[src/rtl/pri_pkg.sv]
// Package: shared request type, command codes and issuer states.
// Assumes: command encodings are fixed by the bus protocol.
package pri_pkg;
    typedef logic [3:0] cmd_t;

    localparam cmd_t CMD_FENCE = 4'b1100;
    localparam cmd_t CMD_DAC   = 4'b1101;
    localparam logic [2:0] ST_QUEUE = 3'b111;

    typedef struct packed {
        cmd_t        cmd;
        logic [63:0] addr;
        logic [2:0]  len;
    } preq_t;

    typedef enum logic [1:0] {
        S_IDLE  = 2'd0,
        S_ARB   = 2'd1,
        S_BURST = 2'd2
    } iss_state_t;
endpackage

[src/rtl/pri_credit_ctr.sv]
// Module: outstanding-request counter.
// Counts issued requests up and completions down. A completion that
// arrives while the count is zero, with no issue in the same cycle,
// is dropped. Assumes the caller never issues past the ceiling.
module pri_credit_ctr #(
    parameter int CNT_W = 5
) (
    input  logic             clk,
    input  logic             rst_n,
    input  logic             inc,
    input  logic             dec,
    output logic [CNT_W-1:0] cnt,
    output logic [CNT_W-1:0] cnt_nxt
);
    logic dec_ok;

    // Next count: apply an issue and a completion together.
    always_comb begin
        dec_ok  = dec && ((cnt != '0) || inc);
        cnt_nxt = cnt + CNT_W'(inc) - CNT_W'(dec_ok);
    end

    // Hold the count.
    always_ff @(posedge clk) begin
        if (!rst_n) cnt <= '0;
        else        cnt <= cnt_nxt;
    end
endmodule

[src/rtl/pri_req_fmt.sv]
// Module: request cycle formatter (combinational).
// Maps one request and the cycle index within it to command-line and
// address-line values. A high address gets an escape cycle first.
// Assumes hi_phase is set only for the second cycle of a high address.
module pri_req_fmt
    import pri_pkg::*;
(
    input  preq_t       req,
    input  logic        hi_phase,
    output cmd_t        cbe,
    output logic [31:0] ad
);
    logic is_high;

    // Pick the command and address word for this cycle.
    always_comb begin
        is_high = |req.addr[63:32];
        if (hi_phase) begin
            cbe = req.cmd;
            ad  = req.addr[63:32];
        end else begin
            cbe = is_high ? CMD_DAC : req.cmd;
            ad  = {req.addr[31:3], req.len};
        end
    end
endmodule

[src/rtl/pipe_req_issuer.sv]
// Module: pipelined request issuer (top).
// Drains a show-ahead queue and issues one request per cycle under an
// outstanding-count ceiling. Registered active-low strobes.
// Assumes: the grant is held for the whole burst once given; queue
// entries are not withdrawn; max_out changes only in reset.
module pipe_req_issuer
    import pri_pkg::*;
#(
    parameter int CNT_W = 5
) (
    input  logic             clk,
    input  logic             rst_n,
    input  logic             src_empty,
    input  logic             src_more,
    input  logic [3:0]       src_cmd,
    input  logic [63:0]      src_addr,
    input  logic [2:0]       src_len,
    output logic             src_pop,
    input  logic [CNT_W-1:0] max_out,
    input  logic             cpl,
    input  logic             gnt_n,
    input  logic [2:0]       st,
    output logic             req_n,
    output logic             pipe_n,
    output logic             bus_oe,
    output logic [3:0]       cbe_o,
    output logic [31:0]      ad_o,
    output logic [CNT_W-1:0] outstanding
);
    iss_state_t       state;
    preq_t            head, held, fmt_in;
    logic             in_dac1, held_last;
    logic             head_fence, head_high, grant_ok;
    logic             load_first, load_second, burst_end, last_if_load;
    logic [CNT_W-1:0] cnt_nxt;
    cmd_t             f_cbe;
    logic [31:0]      f_ad;

    // Decode the head entry and the next-cycle actions.
    always_comb begin
        head         = '{cmd: src_cmd, addr: src_addr, len: src_len};
        head_fence   = (src_cmd == CMD_FENCE);
        head_high    = |src_addr[63:32];
        grant_ok     = !gnt_n && (st == ST_QUEUE);
        load_first   = ((state == S_ARB) && grant_ok) ||
                       ((state == S_BURST) && !in_dac1 && !held_last);
        load_second  = (state == S_BURST) && in_dac1;
        burst_end    = (state == S_BURST) && !in_dac1 && held_last;
        last_if_load = !src_more || (cnt_nxt >= max_out);
        fmt_in       = load_second ? held : head;
    end

    assign src_pop = load_first;

    pri_credit_ctr #(.CNT_W(CNT_W)) credit_i (
        .clk     (clk),
        .rst_n   (rst_n),
        .inc     (load_first && !head_fence),
        .dec     (cpl),
        .cnt     (outstanding),
        .cnt_nxt (cnt_nxt)
    );

    pri_req_fmt fmt_i (
        .req      (fmt_in),
        .hi_phase (load_second),
        .cbe      (f_cbe),
        .ad       (f_ad)
    );

    // Sequence arbitration, burst issue and termination.
    always_ff @(posedge clk) begin
        if (!rst_n) begin
            state     <= S_IDLE;
            req_n     <= 1'b1;
            pipe_n    <= 1'b1;
            bus_oe    <= 1'b0;
            cbe_o     <= '0;
            ad_o      <= '0;
            in_dac1   <= 1'b0;
            held_last <= 1'b0;
            held      <= '0;
        end else if (load_first) begin
            held      <= head;
            pipe_n    <= 1'b0;
            bus_oe    <= 1'b1;
            cbe_o     <= f_cbe;
            ad_o      <= f_ad;
            in_dac1   <= head_high;
            held_last <= last_if_load;
            req_n     <= head_high ? 1'b0 : last_if_load;
            state     <= S_BURST;
        end else if (load_second) begin
            cbe_o   <= f_cbe;
            ad_o    <= f_ad;
            in_dac1 <= 1'b0;
            req_n   <= held_last;
        end else if (burst_end) begin
            pipe_n    <= 1'b1;
            bus_oe    <= 1'b0;
            cbe_o     <= '0;
            ad_o      <= '0;
            req_n     <= 1'b1;
            held_last <= 1'b0;
            state     <= S_IDLE;
        end else if ((state == S_IDLE) && !src_empty &&
                     ((outstanding < max_out) || head_fence)) begin
            req_n <= 1'b0;
            state <= S_ARB;
        end
    end
endmodule

[config.mk]
export PLATFORM = sky130hd
export DESIGN_NAME = pipe_req_issuer
export DESIGN_NICKNAME = d
export VERILOG_FILES = /design/src/rtl/pri_pkg.sv /design/src/rtl/pri_credit_ctr.sv /design/src/rtl/pri_req_fmt.sv /design/src/rtl/pipe_req_issuer.sv
export SDC_FILE = /design/constraint.sdc
export NUM_CORES = 1
export LEC_CHECK = 0
export ABC_AREA = 1
export CORE_MARGIN = 8
export CORE_UTILIZATION = 40
export DETAILED_ROUTE_END_ITERATION = 12
export PLACE_DENSITY_LB_ADDON = 0.1
export SLEW_MARGIN = 20
export SYNTH_ARGS = -nofsm -noshare
export SYNTH_HDL_FRONTEND = slang
export SYNTH_SLANG_ARGS = --single-unit
export TNS_END_PERCENT = 5
[constraint.sdc]
create_clock -name clk -period 3.45 [get_ports clk]
set_input_delay 0.69 -clock clk [delete_from_list [all_inputs] [get_ports clk]]
set_output_delay 0.69 -clock clk [all_outputs]
set_load 0.02 [all_outputs]
== After elaboration in Yosys (flattened, before gate mapping) ==
Index checks and enable logic that the tools add are counted.
Storage, ports and cells
  bits in registers: 119
  latch bits: 0
  RAM bits: 0
  bits in read-only memories: 0
  input bits: 85
  output and inout bits: 45
  memories kept: 0
Cells by class
  add/sub/neg operators: 2
  multipliers: 0
  div/mod/pow operators: 0
  $lt $le $gt $ge: 2
  eq/ne operators: 5
  shift-type cells: 0
  mux-type cells: 28
  bitwise gates (word level): 2
  reductions and logical operators: 34
Operators by type and width (count)
  two-way mux 32 bit: 4
  two-way mux 71 bit: 1
  OR reduction 32 bit: 2
  two-way mux 4 bit: 5
  two-way mux 1 bit: 14
  logical AND 1 bit: 10
  two-way mux 2 bit: 4
  zero test 1 bit: 6
  AND reduction 2 bit: 3
  nonzero test 2 bit: 3
  nonzero test 3 bit: 2
  adder 5 x 1 -> 5 bit: 1
  >= comparator 5 bit: 1
  < comparator 5 bit: 1
  nonzero test 5 bit: 1
  subtractor 5 x 1 -> 5 bit: 1
  == test 4 bit (second input constant): 1
  logical OR 1 bit: 4
  nonzero test 4 bit: 1
  == test 3 bit (second input constant): 1
  == test 2 x 1 -> 1 bit (second input constant): 1
  == test 2 bit (second input constant): 1
  zero test 2 bit: 1
  inequality test 2 bit (second input constant): 1
  2 further kinds: 3

== Logic depth before layout (Yosys ltp) ==
Gate-level depths: netlist of the first run.
  depth in word-level cells: 12
  gate-level depth with buffers: 24
  depth with buffers taken out: 23

== By module ==
A second synthesis of the first run with hierarchy kept.
Unflattened totals
  cells, all modules: 945
  area, all modules: 6329.8 um^2
Modules (own cells, without submodules)
  pipe_req_issuer: instances 1, cells each 813, area each 5272.6 um^2, seq. area each 2282.2 um^2
  pri_req_fmt: instances 1, cells each 77, area each 671.9 um^2, seq. area each 0.0 um^2
  pri_credit_ctr: instances 1, cells each 55, area each 385.4 um^2, seq. area each 100.1 um^2

== Least setup slack after synthesis of the first run ==
Ideal clock, no wire load.
  kind: input to register
  start: in st[2]
  end: reg req_n
  setup time: 139 ps
  data arrival time: 3470 ps
  required time: 3311 ps
  slack: -159 ps
  stages: 23
  path through: inv_1 -> nor2_1 -> nand4_1 -> nand2_1 -> buf_4 -> nand2_1 -> a21boi_0 -> ha_1 -> inv_1 -> ha_1 -> fa_1 -> nand2_1 -> inv_1 -> nor2_1 -> o21bai_1 -> xor2_1 -> inv_1 -> ha_1 -> a21oi_1 -> o21a_1 -> o2111ai_1 -> nand3_1 -> o2111ai_1
On the way
  cells in the longest elaborated chain, start to end: 12
RTL lines
  from (decl): line pipe_req_issuer.sv:22  | input logic [2:0] st,
  == test 3 bit *: line pipe_req_issuer.sv:44  | grant_ok = !gnt_n && (st == ST_QUEUE);
  logical AND 1 bit *: line pipe_req_issuer.sv:44
  logical AND 1 bit *: line pipe_req_issuer.sv:45  | load_first = ((state == S_ARB) && grant_ok) ||
  logical OR 1 bit *: line pipe_req_issuer.sv:45
  logical AND 1 bit *: line pipe_req_issuer.sv:58  | .inc (load_first && !head_fence),
  parallel branches: the longest is 2 deep, another holds adder 5 x 1 -> 5 bit
  subtractor 5 x 1 -> 5 bit *: line pri_credit_ctr.sv:20  | cnt_nxt = cnt + CNT_W'(inc) - CNT_W'(dec_ok);
  named net cnt_nxt[4]: line pipe_req_issuer.sv:35  | logic [CNT_W-1:0] cnt_nxt;
  >= comparator 5 bit *: line pipe_req_issuer.sv:49  | last_if_load = !src_more || (cnt_nxt >= max_out);
  logical OR 1 bit *: line pipe_req_issuer.sv:49
  two-way mux 1 bit *: line pipe_req_issuer.sv:91  | req_n <= head_high ? 1'b0 : last_if_load;
  two-way mux 1 bit *: line pipe_req_issuer.sv:83  | end else if (load_first) begin
  to (signal assigned): line pipe_req_issuer.sv:91
  to (signal assigned): line pipe_req_issuer.sv:97  | req_n <= held_last;
  to (decl): line pipe_req_issuer.sv:23  | output logic req_n,
Mark *: on every way through the listed nets, which the timed path passes.
A chain may end at the register's enable or synchronous reset.

== Final worst setup path of the first run ==
  start: in src_cmd[0]
  end: reg held_last
On the way
  cells in the longest elaborated chain, start to end: 9
RTL lines
  from (decl): line pipe_req_issuer.sv:15  | input logic [3:0] src_cmd,
  == test 4 bit *: line pipe_req_issuer.sv:42  | head_fence = (src_cmd == CMD_FENCE);
  zero test 1 bit *: line pipe_req_issuer.sv:58
  logical AND 1 bit *: line pipe_req_issuer.sv:58
  parallel branches: the longest is 2 deep, another holds adder 5 x 1 -> 5 bit
  subtractor 5 x 1 -> 5 bit *: line pri_credit_ctr.sv:20
  named net cnt_nxt[4]: line pipe_req_issuer.sv:35
  >= comparator 5 bit *: line pipe_req_issuer.sv:49
  logical OR 1 bit *: line pipe_req_issuer.sv:49
  two-way mux 1 bit *: line pipe_req_issuer.sv:83
  to (signal assigned): line pipe_req_issuer.sv:90  | held_last <= last_if_load;
  to (decl): line pipe_req_issuer.sv:32  | logic in_dac1, held_last;
Marked as above.

==> flow_summary.yaml, run 1 <==
run_status:
  status: "finished clean"
timing:
  period_share_pct: 96.8
  final.setup.worst_slack_ns: 0.109
  setup_viol: 0
  skew_ns: 0.0120
  final_hold_viol_count: 0
  worst_slew_pin_slew_ns: 0.742
  holdWs_ns: 0.477
  min_period_ns: 3.34
  fmaxAchievable_ghz: 0.299
  final_max_slew_viol_count: 0
  rsz0062_at_grt: "yes"
  relSlewSlack_pct: 50.5
setup_path:
  crit_buf_inv: 6
  critPathRequiredTime_ns: 3.74
  cpLargestDelayFamily: "adder cells"
  crit_path_max_fanout: 3
  cp_slowest_stage_delay_ns: 0.36
  cpMostUsedCell: "inv_2"
  r2r_start: "state[0]"
  worst-path-stages: 22
  worstPathArrival_ns: 3.63
  crit_slowest_cell: "fa_2"
  path_cells: "clkbuf_2 > inv_2 > nand4_1 > nand2_2 > a21boi_2 > ha_1 > inv_2 > ha_4 > fa_2 > nand2_2 > inv_2 > nor2_1 > o21bai_1 > xor2_1 > inv_1 > ha_4 > nand2_4 > inv_2 > nand3_2 > o2111ai_2 > nand2_1 > a21oi_2"
  end_kind: "flop"
  ff2ff_setup_slack_ns: 0.12
  r2r_cells: 22
  r2r-end: "held_last"
  endpoint: "held_last"
  critical_path_class: "in -> reg"
  start_kind: "input pin"
  crit_start: "src_cmd[0]"
synthesis:
  synth_area_um2: 3930
  synth_seq_area_share_pct: 42.8
  synth_cells: 548
  yosys_warnings: 0
  synthArstFlopShare_pct: 0
  avgSynthCellArea_um2: 7.16
  synthTopCellsByArea: "dfxtp_1 (43%), nand2_1 (13%), nor2_1 (10%)"
  synth.largest_area_cell: "dfxtp_1"
  synth_edf_count: 0
  synth-seq-cells: 84
  synth_top_flop_cell: "dfxtp_1"
  yosysUniqueCellTypes: 31
  syn_nets: 649
  synth_top_area_share_pct: 42.8
clock_tree:
  insertion_delay_ns: 0.36
  cts_buffers: 9
  clock_path_buffers: 2
  htree_num_levels: 3
  cts_tree: "built"
  cts_sinks: 84
  clockRootBuffer: "clkbuf_8"
  postCtsHoldBufs: 0
  cts.clk_slew.worst_paths_ns: 0.09
place:
  place.gp.congestion: 0.812
  dp_slack_ns: -0.675
  hpwl_mm: 8.65
  io_buffers: 126
route:
  dr_wl_met3_um: 944
  vias_per_cell: 4.85
  dr.max_layer_used: "met4"
  wl_met1_mm: 5.46
  wl_met2_mm: 5.47
  ant_nets: 0
  vias: 3955
  wl_per_cell_um: 14.9
  wl_mm: 12.1
  remaining_drc_errors: 0
  drt-initial-drc-count: 188
  drtPass1Iterations: 4
grt:
  grt_pass1_vias: 3886
  antenna_found_initial: 0
  grtUsageTotal_pct: 18.0
  grt_start_max_net_pins: 78
  grt_overflow: 0
  grt_pass1_wl_mm: 19.0
finish:
  diodes: 0
  area_delta_synth_final_pct: 44.1
  final_layout_size_suffix_gt1_share_pct: 14.1
  fill_cells: 978
  nNetsFinal: 778
flow_run:
  max_cap_violations: 0
hold_path:
  hold_class: "reg -> reg"
floorplanning:
  fp.dieH_um: 115
  core-area_um2: 9640
  start_util_pct: 40.7
  dieArea_um2: 13200
  ios: 130
  die_x_um: 115
  rows: 36
pwr:
  p_leak_nw: 2.33
  total_power_mw: 3.49
  power.density_nw_per_um2: 616
  ir_drop_mv: 0.335
[sequential cells by signal, indices dropped and copies added (netlist names)]
| register | cells |
|---|---|
| cbe_o | 4 |
| credit_i.cnt | 5 |
| pipe_n | 1 |
| in_dac1 | 1 |
| ad_o | 32 |
| state | 2 |
| req_n | 1 |
| bus_oe | 1 |
| held_last | 1 |
| held | 36 |
[placed cells by master, fill, tap and decap left out, drive strengths merged, types with 19 or more instances in the layout]
cell / n
a21oi: 19
a31oi: 32
buf: 25
clkdlybuf4s50: 117
dfxtp: 84
inv: 35
nand2: 145
nor2: 111
o21ai: 54
[timing repair]
item / 4_1_cts / 5_1_grt
hold endpoints to repair: 0 / 0
setup buffers: 5 / 6
gates cloned: 0 / 0
resized for setup: 17 / 43
pin swaps: 17 / 17
endpoints found under the setup margin: 3 / 2
[metrics by stage]
step                      instances  util [%]  area (um^2)  TNS, ns
final                           815      58.7         5660        0
after global routing            815      58.7         5660   -0.232
after CTS                       809      57.7         5560        0
after detailed placement        788      55.0         5300    -1.42
after global placement          788      55.0         5300    -1.07
after floorplan                 548         -         3950        0
[Yosys cell counts (5+ instances only)]
cell type / instances
nand3_1: 8
nand2_1: 137
o21ai_1: 6
nand2_2: 7
buf_2: 11
dfxtp_1: 84
a31oi_1: 32
o21ai_0: 44
buf_4: 5
nor2_1: 107
ha_1: 15
clkbuf_1: 14
inv_1: 29
a21oi_1: 18
[cell families (layout without fill, tap and decap cells)]
family | after synthesis | after routing | synth area share, %
AO/OA/AOI/OAI | 111 | 111 | 16.1
XOR/XNOR | 3 | 3 | 0.669
adder cells (fa/ha/maj) | 16 | 16 | 5.29
buffers and inverters | 65 | 199 | 7.65
flip-flops | 84 | 84 | 42.8
AND/OR/NAND/NOR | 269 | 269 | 27.5
[per-layer routing]
metal  vias up  global-route usage (%)
met5         -                       0
met4         0                    7.44
met3        22                    6.14
met2       122                    27.8
met1      1778                    22.4
li1       2033                       -
[power breakdown]
group / internal [mW] / total [mW] / switching, mW
registers: 1.11 / 1.22 / 0.107
logic: 0.780 / 1.55 / 0.772
clock network: 0.341 / 0.715 / 0.373
[worst register-to-register path, stage by stage, from the launching register on]
cell,delay [ns]
dfxtp_4,0.38
inv_4,0.05
nor2_2,0.09
nand4_1,0.14
nand2_2,0.11
nand2_2,0.07
ha_1,0.30
inv_2,0.05
ha_4,0.15
fa_2,0.36
nand2_2,0.07
inv_2,0.04
nor2_1,0.10
o21bai_1,0.10
xor2_1,0.24
inv_1,0.11
ha_4,0.31
nand2_4,0.05
inv_2,0.05
nand3_2,0.06
o2111ai_2,0.20
nand2_1,0.09
a21oi_2,0.14
[worst min path at each step]
stage | start | to | slack [ns] | cells after the start
4_1_cts | held_last | held_last | 0.48 | 2
3_5_place_dp | held_last | held_last | 0.46 | 2
6_report | ad_o[21] | ad_o[21] | 0.48 | 2
2_1_floorplan | held_last | held_last | 0.44 | 2
3_3_place_gp | held_last | held_last | 0.46 | 2
5_1_grt | held_last | held_last | 0.49 | 2
[area by class of cell]
class | instances | area, um^2 | area share (%)
timing repair buffer | 150 | 1420 | 25.1
inverter | 33 | 131 | 2.32
sequential | 84 | 1700 | 30.0
clock buffer | 10 | 128 | 2.26
clock inverter | 6 | 71.3 | 1.26
multi-input combinational | 399 | 2040 | 36.1
tap | 133 | 166 | 2.94
Power figures use the tool's default switching activity.
==> inputs of run 2 (changes only) <==
CORE_MARGIN = 2   (was 8)
MAX_ROUTING_LAYER = met4   (was default)
==> run 2 against run 1 <==
Compared with the run above:
- non-clock buffer count fell by 6
- via count fell by 0.23%
- clock skew rose by 0.0053 ns
- register-to-register slack improved by 0.05 ns
- fmax rose by 0.89%
==> flow_summary.yaml, run 2 (synthesis gave the netlist of run 1 again) <==
clock_tree:
  clock_path_buffers: 2
  cts.clk_slew.worst_paths_ns: 0.09
  clockRootBuffer: "clkbuf_8"
  insertion_delay_ns: 0.35
  cts_tree: "built"
  postCtsHoldBufs: 0
  cts_sinks: 84
  htree_num_levels: 3
  cts_buffers: 9
floorplanning:
  core-area_um2: 9640
  fp.dieH_um: 103
  rows: 36
  dieArea_um2: 10600
  ios: 130
  start_util_pct: 40.7
  die_x_um: 103
timing:
  final_max_slew_viol_count: 0
  min_period_ns: 3.31
  period_share_pct: 96.0
  holdWs_ns: 0.479
  setup_tns_ns: 0
  setup_viol: 0
  fmaxAchievable_ghz: 0.302
  skew_ns: 0.0173
  worst_slew_pin_slew_ns: 0.746
  relSlewSlack_pct: 50.2
  final_hold_viol_count: 0
pwr:
  ir_drop_mv: 0.359
  p_leak_nw: 2.30
  power.density_nw_per_um2: 613
  total_power_mw: 3.43
finish:
  largest-register: "held"
  final_cell_mix: "nand2_1 (133), clkdlybuf4s50_1 (118), nor2_1 (103), dfxtp_1 (83), o21ai_0 (44)"
  area_delta_synth_final_pct: 42.6
  final_common_cell: "nand2_1"
  fin_util_pct: 58.1
  nNetsFinal: 772
  largest_reg_flops: 36
  final_cell_area_um2: 5600
  diodes: 0
  reg_top3: "held x36, ad_o x32, credit_i.cnt x5"
  final_layout_size_suffix_gt1_share_pct: 12.3
grt:
  grt_pass1_wl_mm: 17.6
  grtUsageTotal_pct: 21.6
  grt_overflow: 0
  grt_pass1_vias: 3655
  grt_start_max_net_pins: 78
  antenna_found_initial: 0
place:
  place.gp.congestion: 0.798
  hpwl_mm: 7.69
  place_area_um2: 5300
  io_buffers: 126
route:
  drt-initial-drc-count: 127
  ant_nets: 0
  remaining_drc_errors: 0
  vias_per_cell: 4.88
  drtPass1Iterations: 4
  wl_mm: 11.1
  wl_per_cell_um: 13.7
  vias: 3946
setup_path:
  end_kind: "flop"
  worstPathArrival_ns: 3.59
  critPathRequiredTime_ns: 3.73
  critical_path_class: "in -> reg"
  start_kind: "input pin"
  crit_path_max_fanout: 3
flow_run:
  max_cap_violations: 0
hold_path:
  hold_class: "reg -> reg"
run_status:
  status: "finished clean"
run 2: cell types whose count changed in the layout (fill, tap and decap cells not counted), sizes merged:
cell,delta
buf,-7
dlygate4sd2,+2
clkdlybuf4s15,-1
clkdlybuf4s50,+1
clkinv,-1
clkinvlp,+1
dlymetal6s2s,-1
run 2: worst max-delay path: stages:
cell and delay, ns:
clkdlybuf4s15_1 0.18, nand4_1 0.20, nand2_4 0.17, a21boi_4 0.07, ha_4 0.26, inv_2 0.04
ha_4 0.16, fa_2 0.37, nand2_2 0.07, inv_2 0.04, nor2_2 0.07, o21bai_1 0.09
xor2_1 0.18, inv_1 0.10, ha_4 0.30, nand2_4 0.05, inv_2 0.05, nand3_2 0.06
o2111ai_2 0.20, nand2_1 0.11, a21oi_2 0.14
run 2: stage by stage:
stage,setup WS (ns),instances
after floorplan,0.00719,548
after global placement,-0.510,787
after detailed placement,-0.664,787
after CTS,0.0196,806
after global routing,-0.00591,809
final,0.139,809
run 2: cell type report:
type / instances / area (um^2)
clock buffer: 10 / 138
clock inverter: 6 / 70.1
fill: 954 / 4040
inverter: 33 / 124
multi-input combinational: 399 / 2050
sequential: 84 / 1680
tap: 133 / 166
timing repair buffer: 144 / 1370
run 2: where the power goes:
group          internal, mW  switching, mW
clock network         0.359          0.369
logic                 0.748          0.744
registers              1.11          0.106
total                  2.21           1.22
run 2: routing by layer:
metal / vias up / track usage, % / wire length (um)
li1: 2027 / - / -
met1: 1817 / 29.3 / 5500
met2: 96 / 33.7 / 5030
met3: 6 / 3.86 / 501
met4: 0 / 5.06 / 68
met5: - / - / 0
run 2: repair_timing:
| action | CTS | global route |
|---|---|---|
| gates resized for setup | 15 | 26 |
| pin swaps | 15 | 16 |
| setup endpoints to repair | 3 | 2 |
| setup buffers | 3 | 3 |
run 2: path summary, 6_finish.rpt:
| kind | from | endpoint | slack (ns) | cells after the start |
|---|---|---|---|---|
| worst min-delay path | ad_o[20] | ad_o[20] | 0.48 | 2 |
| worst max register to register | credit_i.cnt[2] | held_last | 0.17 | 22 |
| worst max-delay path | src_cmd[2] | held_last | 0.14 | 21 |
| worst min register to register | ad_o[20] | ad_o[20] | 0.48 | 2 |
